[config.mk]
export PLATFORM = sky130hd
export DESIGN_NAME = sscg_divctl
export DESIGN_NICKNAME = d
export VERILOG_FILES = /design/src/rtl/sscg_pkg.sv /design/src/rtl/sscg_tri_profile.sv /design/src/rtl/sscg_mash3.sv /design/src/rtl/sscg_divctl.sv
export SDC_FILE = /design/constraint.sdc
export NUM_CORES = 1
export LEC_CHECK = 0
export ABC_AREA = 1
export BUFFER_PORTS_ARGS = -buffer_cell sky130_fd_sc_hd__buf_2
export CAP_MARGIN = 10
export CORE_AREA = 2 2 102 153
export CTS_CLUSTER_SIZE = 8
export DETAILED_ROUTE_END_ITERATION = 7
export DIE_AREA = 0 0 104 155
export PLACE_DENSITY_LB_ADDON = 0.15
export SLEW_MARGIN = 10
export SYNTH_ARGS = -nofsm -noshare
export SYNTH_HDL_FRONTEND = slang
export SYNTH_HIERARCHICAL = 1
export SYNTH_SLANG_ARGS = --single-unit
[constraint.sdc]
create_clock -name clk_ref -period 14.2 [get_ports clk_ref]
set_input_delay 2.84 -clock clk_ref [delete_from_list [all_inputs] [get_ports clk_ref]]
set_output_delay 2.84 -clock clk_ref [all_outputs]
set_load 0.01 [all_outputs]
[src/rtl/sscg_pkg.sv]
package sscg_pkg;
  localparam int MASH_ORDER = 3;
  localparam int INC_W      = 4;
  typedef logic signed [INC_W-1:0] inc_t;
endpackage

[src/rtl/sscg_tri_profile.sv]
module sscg_tri_profile #(
  parameter int ACC_W = 20,
  parameter int STEP  = 605,
  parameter int HALF  = 416
) (
  input  logic             clk_ref,
  input  logic             rst_n,
  input  logic             en_i,
  output logic [ACC_W-1:0] ofs_o
);
  localparam logic [ACC_W-1:0] STEP_V = ACC_W'(STEP);
  localparam logic [ACC_W-1:0] PEAK_V = ACC_W'(STEP * HALF);

  logic [ACC_W-1:0] ofs_q, ofs_d;
  logic             rise_q, rise_d;

  // next state: turn exactly when an end point is reached
  always_comb begin
    ofs_d  = ofs_q;
    rise_d = rise_q;
    if (!en_i) begin
      ofs_d  = '0;
      rise_d = 1'b1;
    end else if (rise_q) begin
      ofs_d  = ofs_q + STEP_V;
      rise_d = (ofs_d != PEAK_V);
    end else begin
      ofs_d  = ofs_q - STEP_V;
      rise_d = (ofs_d == '0);
    end
  end

  always_ff @(posedge clk_ref or negedge rst_n) begin
    if (!rst_n) begin
      ofs_q  <= '0;
      rise_q <= 1'b1;
    end else begin
      ofs_q  <= ofs_d;
      rise_q <= rise_d;
    end
  end

  assign ofs_o = ofs_q;
endmodule

[src/rtl/sscg_mash3.sv]
module sscg_mash3
  import sscg_pkg::*;
#(
  parameter int ACC_W = 20
) (
  input  logic             clk_ref,
  input  logic             rst_n,
  input  logic [ACC_W-1:0] frac_i,
  output inc_t             inc_o
);
  logic [MASH_ORDER-1:0][ACC_W-1:0] acc_q, acc_d;
  logic [MASH_ORDER-1:0]            cy;
  logic [ACC_W-1:0]                 feed;
  logic                             c2_q, c3_q, c3_qq;

  // cascade: each stage integrates the residue of the one before
  always_comb begin
    feed = frac_i;
    for (int k = 0; k < MASH_ORDER; k++) begin
      {cy[k], acc_d[k]} = {1'b0, acc_q[k]} + {1'b0, feed};
      feed = acc_d[k];
    end
  end

  always_ff @(posedge clk_ref or negedge rst_n) begin
    if (!rst_n) begin
      acc_q <= '0;
      c2_q  <= 1'b0;
      c3_q  <= 1'b0;
      c3_qq <= 1'b0;
    end else begin
      acc_q <= acc_d;
      c2_q  <= cy[1];
      c3_q  <= cy[2];
      c3_qq <= c3_q;
    end
  end

  // error cancellation: c1 + (1-z^-1)c2 + (1-z^-1)^2 c3
  always_comb begin
    inc_o = inc_t'({3'b000, cy[0]})
          + inc_t'({3'b000, cy[1]}) - inc_t'({3'b000, c2_q})
          + inc_t'({3'b000, cy[2]}) - inc_t'({2'b00, c3_q, 1'b0})
          + inc_t'({3'b000, c3_qq});
  end
endmodule

[src/rtl/sscg_divctl.sv]
module sscg_divctl
  import sscg_pkg::*;
#(
  parameter int INT_W = 8,
  parameter int ACC_W = 20,
  parameter int STEP  = 605,
  parameter int HALF  = 416
) (
  input  logic             clk_ref,
  input  logic             rst_n,
  input  logic             spread_en,
  input  logic [INT_W-1:0] nom_int_i,
  input  logic [ACC_W-1:0] nom_frac_i,
  output logic [INT_W-1:0] ratio_o,
  output logic [ACC_W-1:0] profile_o
);
  localparam int W = INT_W + ACC_W;

  logic [ACC_W-1:0] ofs;
  logic [W-1:0]     eff;
  inc_t             inc;
  logic [INT_W-1:0] ratio_d, ratio_q;

  sscg_tri_profile #(.ACC_W(ACC_W), .STEP(STEP), .HALF(HALF)) u_prof (
    .clk_ref (clk_ref),
    .rst_n   (rst_n),
    .en_i    (spread_en),
    .ofs_o   (ofs)
  );

  // down spread: offset only ever subtracted, borrow reaches integer part
  assign eff = {nom_int_i, nom_frac_i} - W'(ofs);

  sscg_mash3 #(.ACC_W(ACC_W)) u_mash (
    .clk_ref (clk_ref),
    .rst_n   (rst_n),
    .frac_i  (eff[ACC_W-1:0]),
    .inc_o   (inc)
  );

  always_comb begin
    ratio_d = eff[W-1:ACC_W] + {{(INT_W-INC_W){inc[INC_W-1]}}, inc};
  end

  always_ff @(posedge clk_ref or negedge rst_n) begin
    if (!rst_n) ratio_q <= '0;
    else        ratio_q <= ratio_d;
  end

  assign ratio_o   = ratio_q;
  assign profile_o = ofs;
endmodule

==> results.cfg <==
[status]
status = complete, no violations

[clock_tree]
numCtsBuffers = 9
worstSkewPairLatency_ns = 0.36
cts_sinks = 92
cts_root_buf = clkbuf_16
ctsHtreeMaxLevel = 3
cts.path.max_buffers = 2
holdBufCountCts = 0
postCtsSetupBuffers = 0
clk_pin_slew_ns = 0.08
cts_tree = done
ctsResizeCount = 0

[synthesis]
ys_types = 45
synthTopCellsByCount = nand2_1, inv_1, nor2_1, nand3_1, ha_1
ys_ff_latch = 92
yosysSeqAreaShare = 0.233
syn_avg_cell_area_sq_um = 6.46
yosysTopAreaCell = dfrtp_1
syn_area_sq_mm = 0.00991
synthTopCellsByArea = dfrtp_1, nand2_1, ha_1
synth.most_common_cell = nand2_1
synthCells = 1534
async_flop_share = 1.00
synth-edff-count = 0
ys_warn_count = 6
synth_flop_cell = dfrtp_1
synthesis.nets = 1669
synth_top_cell_area_share = 0.230

[place]
port_buffers = 58
dp_hpwl_mm = 22.8
finalWeightedCongestion = 0.979

[critical_path]
critPathLaunch = nom_frac_i[0]
worstPathMaxFanout = 6
critPathRequiredTime_ns = 14.45
critPathTopFamily = adder cells
critPathLaunchType = input port
crit_buf_inv = 7
crit_slowest_cell = a31oi_1
crit_type = input port to flop
cpMostUsedCell = nand2_1
reg2reg_from = u_prof/ofs_o[0]
critical-path-max-stage-delay_ns = 0.54
worstPathArrival_ns = 10.29
worstSetupEndpointType = flop

[job]
drv_cap = 0

[worst_hold_path]
hold_start = u_mash/c3_q
hold_path_class = flop to flop

[drt]
routedWlPerCell_microns = 16.0
dr_wl_met3_mm = 1.23
wl_mm = 28.6
ant_nets = 0
top_layer = met4
drc_errors = 0
viasPerCell = 5.72
dr.pass1.iters = 5
routed-via-count = 10300
wl_met2_mm = 15.2
met1_length_mm = 10.1
drt_iter0_drc = 669

[layout]
drive_above_1_share = 0.105
area.growth.synth_to_final_pct = 7.33
diodes = 0
nNetsFinal = 1723

[sta]
worst_pin_slew_ns = 0.741
maxSlewHeadroom = 0.506
period_needed_ns = 10.04
timing.fmax_ghz = 0.0996
slew_violations = 0
final.setup.tns_ns = 0
finalCritPeriodShare = 0.707
finalClockSkew_ns = 0.0134
setup_violations = 0
rsz0062_at_grt = no
timing.final.hold_violations = 0

[die]
rows = 55
die_h_microns = 155
die_w_microns = 104
core_sq_mm = 0.0149
start_util = 0.666
die_area_sq_mm = 0.0161
ios = 59

[grt]
antenna_found_initial = 0
gr-total-overflow = 0
grt_pass1_wl_mm = 46.5
gr-usage-all-layers = 0.358
first_global_vias = 10400
grt_max_degree = 53
## registers in the layout (all words and copies together) (netlist names)
name,count
ratio_o,8
u_mash/acc_q,60
u_mash/c2_q,1
u_mash/c3_q,1
u_mash/c3_qq,1
u_prof/ofs_o,20
u_prof/rise_q,1
## final cells by class
| cell class | instances | area, sq um |
|---|---|---|
| clock inverters | 7 | 81.3 |
| fillers | 1390 | 4230 |
| multi-input cells | 1204 | 6640 |
| repair buffers | 59 | 300 |
| well taps | 199 | 249 |
| inverters | 222 | 833 |
| clock buffers | 9 | 225 |
| flip-flops and latches | 92 | 2300 |
## per-stage QoR
step / instance area, sq um / instances / util / hold WS, ns / setup WS, ns
floorplan: 9910 / 1534 / - / 0.392 / 5.40
global placement: 10300 / 1776 / 0.695 / 0.409 / 4.10
detailed placement: 10300 / 1776 / 0.695 / 0.439 / 3.94
CTS: 10600 / 1792 / 0.715 / 0.455 / 4.27
global route: 10600 / 1792 / 0.715 / 0.457 / 3.69
finish: 10600 / 1792 / 0.715 / 0.447 / 4.16
## layer usage
| layer | up-vias | GRT usage |
|---|---|---|
| li1 | 5032 | - |
| met1 | 4708 | 0.351 |
| met2 | 384 | 0.697 |
| met3 | 132 | 0.0339 |
| met4 | 0 | 0.252 |
| met5 | - | 0 |
## path summary, 6_finish.rpt
| path | to | slack, ns | cells past startpoint |
|---|---|---|---|
| hold reg to reg | u_mash/c3_qq | 0.45 | 0 |
| max in group asynchronous | u_mash/acc_q[29] | 10.58 | 2 |
| hold / removal | u_mash/c3_qq | 0.45 | 0 |
| setup reg to reg | ratio_o[7] | 6.22 | 41 |
| min in group asynchronous | u_prof/ofs_o[16] | 2.46 | 1 |
| setup / recovery | ratio_o[7] | 4.16 | 43 |
## cells by family after synthesis
kind of cell             Yosys count  synth area share
AO/OA/AOI/OAI                    158            0.0897
XOR/XNOR                          58            0.0513
adder cells (fa/ha/maj)          104             0.137
buffers and inverters            238            0.0972
flip-flops                        92             0.233
AND/OR/NAND/NOR                  884             0.393
## cell usage in the layout, fill, tap and decap left out, drive strengths merged
cell type | Yosys | layout
nand3b | 3 | 3
nand2 | 526 | 526
a21oi | 90 | 90
clkbuf | 4 | 9
nand3 | 134 | 134
a41oi | 1 | 1
and2 | 7 | 7
a21o | 3 | 3
nor2 | 159 | 159
ha | 97 | 97
a211oi | 2 | 2
a31oi | 7 | 7
and3 | 1 | 1
nor4 | 5 | 5
nor3 | 21 | 21
a21boi | 1 | 1
nand4 | 27 | 27
dfrtp | 91 | 91
inv | 221 | 225
xnor2 | 13 | 13
fa | 7 | 7
o21a | 1 | 1
buf | 12 | 59
xor2 | 45 | 45
o21bai | 12 | 12
dfstp | 1 | 1
or2 | 1 | 1
clkinv | 1 | 4
o21ai | 41 | 41
Power is left out: the tool's default activity adds up to more than one toggle a clock period on the data nets, which glitch-free logic cannot reach.
